`src/rtl/sndreg_pkg.sv`:
```
package sndreg_pkg;

    typedef struct packed {
        logic idx_wr;   // decoded write to index port
        logic dat_wr;   // decoded write to data port
        logic idx_rd;   // decoded read of index port
    } bus_op_t;

    function automatic logic port_hit(input logic req, input logic a_hi, input logic a_lo);
        return req && !a_hi && a_lo;
    endfunction

endpackage

```
`src/rtl/sndreg_decode.sv`:
```
module sndreg_decode
    import sndreg_pkg::*;
#(
    parameter int unsigned ADDR_W  = 8,
    parameter int unsigned HI_BIT  = 7,
    parameter int unsigned LO_BIT  = 6
) (
    input  logic              io_req,
    input  logic              rd_en,
    input  logic              wr_en,
    input  logic [ADDR_W-1:0] addr,
    output bus_op_t           op
);
    logic hit;
    logic unused_addr;

    assign hit         = port_hit(io_req, addr[HI_BIT], addr[LO_BIT]);
    assign unused_addr = ^addr;

    always_comb begin
        op.idx_wr = hit && wr_en && addr[0];
        op.dat_wr = hit && wr_en && !addr[0];
        op.idx_rd = hit && rd_en && addr[0];
    end
endmodule

```
`src/rtl/sndreg_file.sv`:
```
module sndreg_file
    import sndreg_pkg::*;
#(
    parameter int unsigned DATA_W   = 8,
    parameter int unsigned NUM_REGS = 16,
    localparam int unsigned IDX_W   = $clog2(NUM_REGS)
) (
    input  logic                       clk,
    input  logic                       rst,
    input  bus_op_t                    op,
    input  logic [DATA_W-1:0]          wdata,
    output logic [IDX_W-1:0]           sel_q,
    output logic [NUM_REGS*DATA_W-1:0] regs_flat,
    output logic [DATA_W-1:0]          rdata
);
    logic [DATA_W-1:0] regs [NUM_REGS];
    logic              idx_ok;

    assign idx_ok = (wdata[DATA_W-1:IDX_W] == '0);

    always_ff @(posedge clk) begin
        if (rst)
            sel_q <= '0;
        else if (op.idx_wr && idx_ok)
            sel_q <= wdata[IDX_W-1:0];
    end

    for (genvar g = 0; g < NUM_REGS; g++) begin : g_reg
        always_ff @(posedge clk) begin
            if (rst)
                regs[g] <= '0;
            else if (op.dat_wr && (sel_q == IDX_W'(g)))
                regs[g] <= wdata;
        end
        assign regs_flat[g*DATA_W +: DATA_W] = regs[g];
    end

    assign rdata = op.idx_rd ? regs[sel_q] : '0;
endmodule

```
`src/rtl/sndreg_tone_tap.sv`:
```
module sndreg_tone_tap #(
    parameter int unsigned DATA_W   = 8,
    parameter int unsigned NUM_REGS = 16,
    parameter int unsigned NUM_CH   = 3,
    parameter int unsigned COARSE_W = 4,
    localparam int unsigned PER_W   = DATA_W + COARSE_W
) (
    input  logic [NUM_REGS*DATA_W-1:0] regs_flat,
    output logic [NUM_CH*PER_W-1:0]    tone_period
);
    logic unused_regs;
    assign unused_regs = ^regs_flat;

    for (genvar c = 0; c < NUM_CH; c++) begin : g_ch
        assign tone_period[c*PER_W +: PER_W] =
            {regs_flat[(2*c+1)*DATA_W +: COARSE_W], regs_flat[(2*c)*DATA_W +: DATA_W]};
    end
endmodule

```
`src/rtl/sndreg_port.sv`:
```
module sndreg_port
    import sndreg_pkg::*;
#(
    parameter int unsigned ADDR_W   = 8,
    parameter int unsigned DATA_W   = 8,
    parameter int unsigned NUM_REGS = 16,
    parameter int unsigned NUM_CH   = 3,
    parameter int unsigned COARSE_W = 4,
    localparam int unsigned IDX_W   = $clog2(NUM_REGS),
    localparam int unsigned PER_W   = DATA_W + COARSE_W
) (
    input  logic                    clk,
    input  logic                    rst,
    input  logic                    io_req,
    input  logic                    rd_en,
    input  logic                    wr_en,
    input  logic [ADDR_W-1:0]       addr,
    input  logic [DATA_W-1:0]       wdata,
    output logic [DATA_W-1:0]       rdata,
    output logic [NUM_CH*PER_W-1:0] tone_period
);
    bus_op_t                    op;
    logic [IDX_W-1:0]           sel_q;
    logic [NUM_REGS*DATA_W-1:0] regs_flat;

    sndreg_decode #(.ADDR_W(ADDR_W)) u_dec (
        .io_req (io_req),
        .rd_en  (rd_en),
        .wr_en  (wr_en),
        .addr   (addr),
        .op     (op)
    );

    sndreg_file #(.DATA_W(DATA_W), .NUM_REGS(NUM_REGS)) u_file (
        .clk       (clk),
        .rst       (rst),
        .op        (op),
        .wdata     (wdata),
        .sel_q     (sel_q),
        .regs_flat (regs_flat),
        .rdata     (rdata)
    );

    sndreg_tone_tap #(
        .DATA_W(DATA_W), .NUM_REGS(NUM_REGS), .NUM_CH(NUM_CH), .COARSE_W(COARSE_W)
    ) u_tap (
        .regs_flat   (regs_flat),
        .tone_period (tone_period)
    );
endmodule

```
`config.mk`:
```
export PLATFORM = sky130hd
export DESIGN_NAME = sndreg_port
export DESIGN_NICKNAME = d
export VERILOG_FILES = /design/src/rtl/sndreg_pkg.sv /design/src/rtl/sndreg_decode.sv /design/src/rtl/sndreg_file.sv /design/src/rtl/sndreg_tone_tap.sv /design/src/rtl/sndreg_port.sv
export SDC_FILE = /design/constraint.sdc
export NUM_CORES = 1
export LEC_CHECK = 0
export BUFFER_PORTS_ARGS = -buffer_cell sky130_fd_sc_hd__buf_2
export CAP_MARGIN = 20
export CORE_MARGIN = 2
export CORE_UTILIZATION = 50
export CTS_CLUSTER_DIAMETER = 50
export DETAILED_ROUTE_END_ITERATION = 8
export GPL_ROUTABILITY_DRIVEN = 1
export PLACE_DENSITY = 0.68
export SYNTH_ARGS = -nofsm -noshare
export SYNTH_HDL_FRONTEND = slang
export SYNTH_HIERARCHICAL = 1
export SYNTH_SLANG_ARGS = --single-unit
```
`constraint.sdc`:
```
create_clock -name clk -period 2.42 [get_ports clk]
set_input_delay 0.242 -clock clk [delete_from_list [all_inputs] [get_ports clk]]
set_output_delay 0.242 -clock clk [all_outputs]
set_load 0.02 [all_outputs]
```
==> results of run 1 <==
[synth_stat cells, drive strengths merged]
library cell  count
nor2             29
nor2b             5
nand4b            1
clkbuf           16
and2            130
o21bai           16
nand2b            2
buf              46
nand3             2
o2111ai           1
dfxtp             8
nor4              1
o211ai            2
o22ai             5
and2b             1
a22oi            23
o21ai             2
edfxtp          128
mux2i            50
or2               1
nand2            22
a311oi            1
nor4b             1
mux4              9
inv               2
a21oi             1
[worst paths after layout]
check,endpoint,cells after the start,from
setup / recovery,rdata[4],7,flop
setup reg to reg,u_file/regs[12][7],3,u_file/sel_q[0]
hold reg to reg,flop,2,u_file/sel_q[1]
hold / removal,u_file/sel_q[0],2,rst
[metal layers]
metal  vias to the layer above  track usage [%]
met5                         -                0
met4                         0            9.118
met3                        27            5.843
met2                       139            34.57
met1                      1968            28.71
li1                       1895                -
[where the power goes]
part	internal, mW	switching (mW)
combinational	0.0747	0.159
sequential	2.64	0.0265
clock	1.59	0.903
[layout by cell type (no fill, tap or decap), types with 2 or more instances in the layout]
cell type	synthesis	final
and2_1	130	130
edfxtp_1	128	128
buf_2	4	59
mux2i_1	50	50
buf_4	36	37
nor2_1	29	28
nand2_1	22	22
a22oi_1	23	22
clkbuf_16	0	17
o21bai_1	16	16
mux4_1	9	8
dfxtp_1	8	7
clkinv_1	0	6
nor2b_1	5	5
o22ai_1	5	4
bufinv_16	0	3
clkinv_2	0	3
clkbuf_1	15	2
inv_1	2	2
o211ai_1	2	2
nand2b_1	2	2
nand3_1	2	2
[registers in the layout, indices dropped and copies added, names as in the netlist, named ones only]
signal        count
u_file/sel_q      4
u_file/regs     128
[logic make-up after synthesis]
kind of cell | after synthesis
multiplexers | 59
AND/OR/NAND/NOR | 195
buffers and inverters | 64
flip-flops | 136
AO/OA/AOI/OAI | 51
[repair_timing]
item | in CTS | in global routing
gates resized for setup | 2 | 6
setup buffers | 0 | 11
setup endpoints to repair | 8 | 6
pin swaps | 0 | 2
[cell type report]
cell class                      count  area (sq um)
Inverter                            2         7.507
Multi-Input combinational cell    305          2226
Tap cell                          176         220.2
Sequential cell                   136          4008
Clock buffer                       19         432.9
Fill cell                        1081          5504
Timing Repair Buffer               98         604.3
Clock inverter                     13         135.1
[worst reg2reg max path: cells and delay by family (launching register included)]
kind,cells,cell delay (ps)
flip-flops,1,330
AND/OR/NAND/NOR,3,1140
[metrics by stage]
step                      total power, mW  cells  instance area, sq um  util [%]  worst slack [ps]
after CTS                           5.411    738                  7535     57.35             43.07
after floorplan                     2.850    505                  6666         -             683.2
after detailed placement            2.948    706                  6962     52.99             223.2
after global placement              2.938    706                  6962     52.99             255.0
final                               5.389    749                  7634     58.10             82.47
after global routing                5.534    749                  7634     58.10             3.832
==> metrics, run 1 <==
status finished clean; biggest cell delay along the critical path 380 ps; critical path endpoint category output pin; Synth Area in Simple Gates 16.54%; Gate Count Post-Synth 505; Die H 119.5 um; Clock H-tree levels 4; worst-margin pin slew 584.6 ps; total gr overflow 0; post-synthesis mux area share 11.05%; # Max-Cap Violations 0; register bit total from synthesis 136; uppermost routed layer met4; min Tclk post-route 2338 ps; Layout Skew 4.402 ps; post-route ant nets 0; Initial DRC Count 356; worst path bufs/invs 3; setup tns final 0 ps; register area share after synthesis 60.06%; Post-route DRC 0; Syn Area/Cell 13.20 sq um; met3 wire len 855 um; Synth Area in Adders 0%; largest net degree at the start of global routing 22; final hold violations 0; synthesized cell area 6666 sq um; fin. max-slew vios 0; YS warnings 6; Power Density 706.0 nW/um^2; post-synth top area share 57.66%; R2R setup slack 820 ps; DR pass1 iterations 5; WL/cell 20.01 um; main combinational cell family by area after synthesis simple AND/OR/NAND/NOR gates; Yosys cell types 31; vias 4,029; Final nets 581; DR vias/cell 5.379; Worst EP arrival 2100 ps; layout cells sized above 1 22.34%; CTS tree done; slew margin rel. 60.89%; Hold WC Path Type input pin to flop; Clk Latency, worst-skew pair 420 ps; CTS sink count 136; Detailed Route WL 14,990 um; initial antenna violation count 0; Ant. Diodes 0; CP Max Fanout 12; Synth Area in Compound Gates 5.574%; buffers from clock root to sink, at most 2; Area Overhead vs Synth 14.51%; static leakage 2.901 nW; maximum vdd drop 0.4853 mV; most used cell, CP buf_4; All-Layer GR Usage 21.87%; syn_nets 526; global-route wire length before repair 22,560 um; I/O pins 65; CTS Hold Bufs 0; CTS Root Cell clkbuf_16; fin crit share 96.59%; initial core utilization 50.74%; die area 14,270 sq um; CP Class flop to output pin; cell taking the most area after synthesis edfxtp_1; CTS Buf Count 17; CP cell instances buf_4 > nor2b_1 > buf_4 > a22oi_2 > a311oi_1 > a21oi_1 > buf_2; CP required 2180 ps; wl on met1 6583 um; Die Wd 119.5 um; RSZ-0062 raised after global routing no; critical path's slowest cell dfxtp_1; Clock transition at path regs 60 ps; Worst path top cell family by delay buffers and inverters; Area contributors post-synth edfxtp_1 58%, and2_1 12%, mux2i_1 7.5%; I/O Buffers 59; Synth Area in XOR/XNOR 0%; Final setup violation count 0; dpl hpwl 10,160 um; vias in the first global route 3,995; hold slack 239.2 ps; routability cong. 0.8608; max frequency 427.8 MHz; Site Rows 42; CP startpoint kind flop; WL met2 7203 um; Core Area 13,140 sq um
Note: power is estimated with default switching activity, not from simulation.
==> run 2: changes to the inputs <==
CORE_UTILIZATION = 40   (was 50)
PLACE_DENSITY = 0.57   (was 0.68)
SYNTH_HIERARCHICAL = not set   (was 1)
==> run 2 against run 1 <==
Compared with the run above: maximum frequency shrank 1.3%; area after synthesis shrank 3.6%; final area shrank 3.6%; routed wire length grew 6.4%; combinational power shrank 5%; critical path type unchanged; global-route usage shrank 1.8 points; largest cell class unchanged; critical path depth shrank 1; clock power grew 9.6%.
==> metrics, run 2 <==
status finished clean; Power Density 763.4 nW/um^2; register bit total from synthesis 136; Worst EP arrival 2130 ps; vias 3,972; post-route setup slack 52.16 ps; largest net degree at the start of global routing 33; Hold WC Path Type input pin to flop; dpl hpwl 9878 um; synthesized cell area 6429 sq um; Clock transition at path regs 50 ps; initial antenna violation count 0; static leakage 2.558 nW; Final setup violation count 0; post-synth top area share 59.79%; I/O pins 65; Synth Area in Compound Gates 3.737%; largest registers u_file.regs (128), u_file.sel_q (4); setup tns final 0 ps; Synth Area in Adders 0%; Initial DRC Count 423; Sw Ratio 21.16%; commonest non-fill, non-tap cells in the layout 128 x edfxtp_1, 125 x nor2_1, 57 x buf_2; Area Overhead vs Synth 14.42%; Synth Area in Simple Gates 12.73%; # fillers 1,446; critical path's slowest cell mux4_2; synth cell count leaders 128 x edfxtp_1, 125 x nor2_1, 36 x buf_4, 33 x nand2_1, 32 x mux4_2; CTS Root Cell clkbuf_16; slew margin rel. 61.18%; die area 17,100 sq um; DR pass1 iterations 6; total gr overflow 0; initial core utilization 40.76%; syn_nets 501; buffers from clock root to sink, at most 2; routability cong. 0.7615; Final nets 524; Site Rows 46; post-route ant nets 0; CP startpoint kind flop; Ant. Diodes 0; layout cells sized above 1 29.46%; fin. max-slew vios 0; fin crit share 97.84%; Detailed Route WL 15,950 um; All-Layer GR Usage 20.08%; vias in the first global route 4,087; Yosys cell types 31; Synth Area in XOR/XNOR 0%; Core Area 15,770 sq um; # Max-Cap Violations 0; Syn Area/Cell 13.39 sq um; CP Max Fanout 8; register area share after synthesis 62.28%; Clock Power Share 48.7%; Area contributors post-synth edfxtp_1 60%, mux4_2 11%, nor2_1 7.3%; register with the most flip-flops u_file.regs; CP cell instances buf_6 > buf_16 > mux4_2 > mux2i_1 > o22ai_1 > buf_2; global-route wire length before repair 23,980 um; switching pwr 1.188 mW; Gate Count Post-Synth 480; combinational share of power 4.0%; post-placement worst setup slack 368.8 ps; Post-route DRC 0; cell taking the most area after synthesis edfxtp_1; final hold violations 0; biggest cell delay along the critical path 520 ps; DR vias/cell 5.426; count leader, synth edfxtp_1; max reg flops 128; CP required 2180 ps; Die Wd 130.8 um; finished layout cell area 7356 sq um; YS warnings 0; Clk Latency, worst-skew pair 420 ps; min Tclk post-route 2368 ps; critical path endpoint category output pin; I/O Buffers 59; cell-internal power 4.427 mW; Flop pwr share 47.4%; main flop type after synthesis edfxtp_1; ys async rst share 0%; post-synthesis mux area share 13.70%; Power Total 5.615 mW; maximum vdd drop 0.4864 mV; RSZ-0062 raised after global routing no; Die H 130.8 um; CTS sink count 136; Layout Skew 7.109 ps; worst-margin pin slew 574.2 ps; max frequency 422.3 MHz; WL/cell 21.79 um; Post-synth EDFFs 128; Clock H-tree levels 4; CP Class flop to output pin; CTS Buf Count 17; main combinational cell family by area after synthesis multiplexers; Placed Instance Area 6644 sq um; most common cell after layout, fill and taps aside edfxtp_1; CTS tree done
-- run 2: power groups by stage --
stage	combinational (mW)	sequential [mW]	clock, mW
2_1_floorplan	0.157	2.70	0
3_3_place_gp	0.222	2.71	0
3_5_place_dp	0.224	2.71	0
4_1_cts	0.226	2.66	2.75
5_1_grt	0.237	2.67	2.86
6_report	0.223	2.66	2.73
-- run 2: routing by layer --
metal  vias up  part of all wire (%)  GRT usage (%)
li1       1763                     -              -
met1      2027                    42          27.13
met2       159                    49          32.41
met3        23                   6.9          3.379
met4         0                   1.7          8.511
met5         -                     0              0
-- run 2: cell families after synthesis --
group	count (synthesis)
AND/OR/NAND/NOR	187
flip-flops	136
buffers and inverters	73
multiplexers	48
AO/OA/AOI/OAI	36
-- run 2: final timing paths --
| kind | depth (start not counted) | slack [ps] | to | from |
|---|---|---|---|---|
| max | 6 | 50 | rdata[7] | flop |
| min | 3 | 190 | u_file.sel_q[0] | wdata[0] |
| max reg2reg | 2 | 630 | u_file.regs[8][7] | u_file.sel_q[3] |
| min reg2reg | 2 | 550 | flop | u_file.sel_q[2] |
-- run 2: cell type report --
cell class                 instances  area [sq um]  share of cell area, %
clock inverter                    15         202.7                  2.756
inverter                           1         3.754                0.05103
timing repair buffer              76         493.0                  6.702
multi-input combinational        271          1953                  26.55
tap                              216         270.3                  3.674
clock buffer                      17         425.4                  5.783
sequential                       136          4008                  54.48
-- run 2: metrics by stage --
step                      instances  utilization, %  hold slack [ps]
after floorplan                 480               -            416.6
after global placement          697           42.13            523.0
after detailed placement        697           42.13            535.1
after CTS                       732           46.74            194.0
after global routing            732           46.64            206.9
final                           732           46.64            194.4
-- run 2: what timing repair did --
item / CTS / global route
gates resized for setup: 6 / 4
hold buffers: 0 / 0
gates cloned: 2 / 0
hold endpoints to repair: 0 / 0
buffers inserted: 1 / 1
setup endpoints to repair: 3 / 8
pin swaps: 0 / 1
-- run 2: worst max-delay path: cells and delay by family (launching register included) --
kind	cells	cell delay, ps
DFF	1	410
AOI/OAI and AO/OA	1	130
buffers and inverters	3	460
muxes	2	690
==> run 3: changes to the inputs <==
SYNTH_HIERARCHICAL = 1   (was not set)
==> run 3 against run 2 <==
Compared with the run above: sequential share of layout area shrank 1.4 points; core utilization shrank 0.62 points; register-to-register slack gained 170 ps; combinational power grew 9.4%; via count grew 1.0%; critical path depth shrank 1; clock skew is essentially flat; power shrank 5.2%; largest cell class unchanged.
==> metrics, run 3 (synthesis results as in run 1) <==
status finished clean; critical path's slowest cell mux4_1; dpl hpwl 11,490 um; DR pass1 iterations 5; Power Total 5.322 mW; post-route setup slack 52.28 ps; post-route ant nets 0; initial core utilization 40.63%; total gr overflow 0; Clk Latency, worst-skew pair 420 ps; Post-Layout Cell Count 775; worst path bufs/invs 2; CP Class flop to output pin; Core Area 16,410 sq um; slew margin rel. 58.96%; CP startpoint kind flop; fin util 46.02%; Hold Startpoint rst; max frequency 422.3 MHz; Sw Ratio 21.12%; All-Layer GR Usage 19.23%; Final nets 565; CTS sink count 136; routability cong. 0.8266; vias 4,013; fin. max-slew vios 0; combinational share of power 4.6%; I/O Buffers 59; Clock Power Share 45.3%; CTS Root Cell clkbuf_16; max reg flops 128; # fillers 1,426; hold depth 2; commonest non-fill, non-tap cells in the layout 130 x and2_1, 128 x edfxtp_1, 59 x buf_2; Clock transition at path regs 60 ps; Area Overhead vs Synth 13.27%; r2r startpoint u_file/sel_q[1]; RSZ-0062 raised after global routing no; worst-margin pin slew 613.3 ps; Post-route DRC 0; worst r2r path cells 3; biggest cell delay along the critical path 600 ps; cell-internal power 4.198 mW; fin crit share 97.84%; Site Rows 47; largest net degree at the start of global routing 33; most common cell after layout, fill and taps aside and2_1; Final setup violation count 0; Die Wd 133.1 um; WL/cell 21.37 um; Power Density 704.8 nW/um^2; layout cells sized above 1 21.08%; global-route wire length before repair 24,670 um; Worst path top cell family by delay multiplexers; Clock H-tree levels 4; post-placement worst setup slack 281.6 ps; Worst EP arrival 2130 ps; Critical Path Stages 5; CTS Buf Count 17; buffers from clock root to sink, at most 2; switching pwr 1.124 mW; static leakage 2.798 nW; Hold WC Path Type input pin to flop; CTS tree done; setup tns final 0 ps; maximum vdd drop 0.4570 mV; critical path endpoint category output pin; CTS Hold Bufs 0; Flop pwr share 50.1%; Detailed Route WL 16,560 um; min Tclk post-route 2368 ps; register with the most flip-flops u_file/regs; CP required 2180 ps; I/O pins 65; placed cell count 745; # Max-Cap Violations 0; Die H 133.1 um; DR vias/cell 5.178; Layout Skew 7.296 ps; initial antenna violation count 0; vias in the first global route 4,072; Ant. Diodes 0; Initial DRC Count 352; CP cell instances buf_12 > mux4_1 > o211ai_1 > o21ai_1 > buf_2; terminus of the critical flop-to-flop path u_file/regs[8][2]; CP Max Fanout 10; die area 17,710 sq um; R2R setup slack 800 ps; largest registers u_file/regs (128), u_file/sel_q (4); final hold violations 0
## run 3: cell types whose count changed in the layout (fill, tap and decap cells not counted), sizes merged, moves of 16 or more
cell	previous run	this run
nor2	130	29
a22oi	0	23
o21bai	0	16
mux2i	16	50
a21o	16	0
mux4	32	9
and2	1	130
## run 3: per-layer routing
metal | routed length [um] | vias to the layer above | track usage (%)
met3 | 647 | 28 | 3.881
li1 | - | 1856 | -
met2 | 7972 | 126 | 30.63
met1 | 7461 | 2003 | 25.69
met4 | 480 | 0 | 8.511
met5 | 0 | - | 0
## run 3: worst max path at each step
stage          from       end
3_3_place_gp   flop  rdata[4]
5_1_grt        flop  rdata[7]
2_1_floorplan  flop  rdata[6]
4_1_cts        flop  rdata[6]
3_5_place_dp   flop  rdata[4]
6_report       flop  rdata[7]
## run 3: power groups by stage
stage	Combinational (mW)	Clock (mW)	Sequential, mW
2_1_floorplan	0.148	0	2.70
3_3_place_gp	0.243	0	2.71
3_5_place_dp	0.246	0	2.71
4_1_cts	0.247	2.44	2.67
5_1_grt	0.261	2.54	2.67
6_report	0.244	2.41	2.67
## run 3: timing repair
action	in CTS	in global routing
resized for setup	4	6
buffers inserted	0	0
pin swaps	0	3
setup endpoints to repair	3	4
## run 3: final cells by class
cell class | instances | area [sq um] | area share [%]
Inverter | 2 | 7.507 | 0.09942
Clock buffer | 19 | 432.9 | 5.733
Clock inverter | 11 | 108.9 | 1.442
Timing Repair Buffer | 82 | 500.5 | 6.628
Tap cell | 220 | 275.3 | 3.645
Sequential cell | 136 | 4005 | 53.04
Multi-Input combinational cell | 305 | 2221 | 29.41
## run 3: per-stage QoR
| step | hold slack, ps | area [sq um] |
|---|---|---|
| after floorplan | 416.2 | 6666 |
| after global placement | 537.6 | 6992 |
| after detailed placement | 558.0 | 6992 |
| after CTS | 235.1 | 7536 |
| after global routing | 251.6 | 7551 |
| final | 249.0 | 7551 |
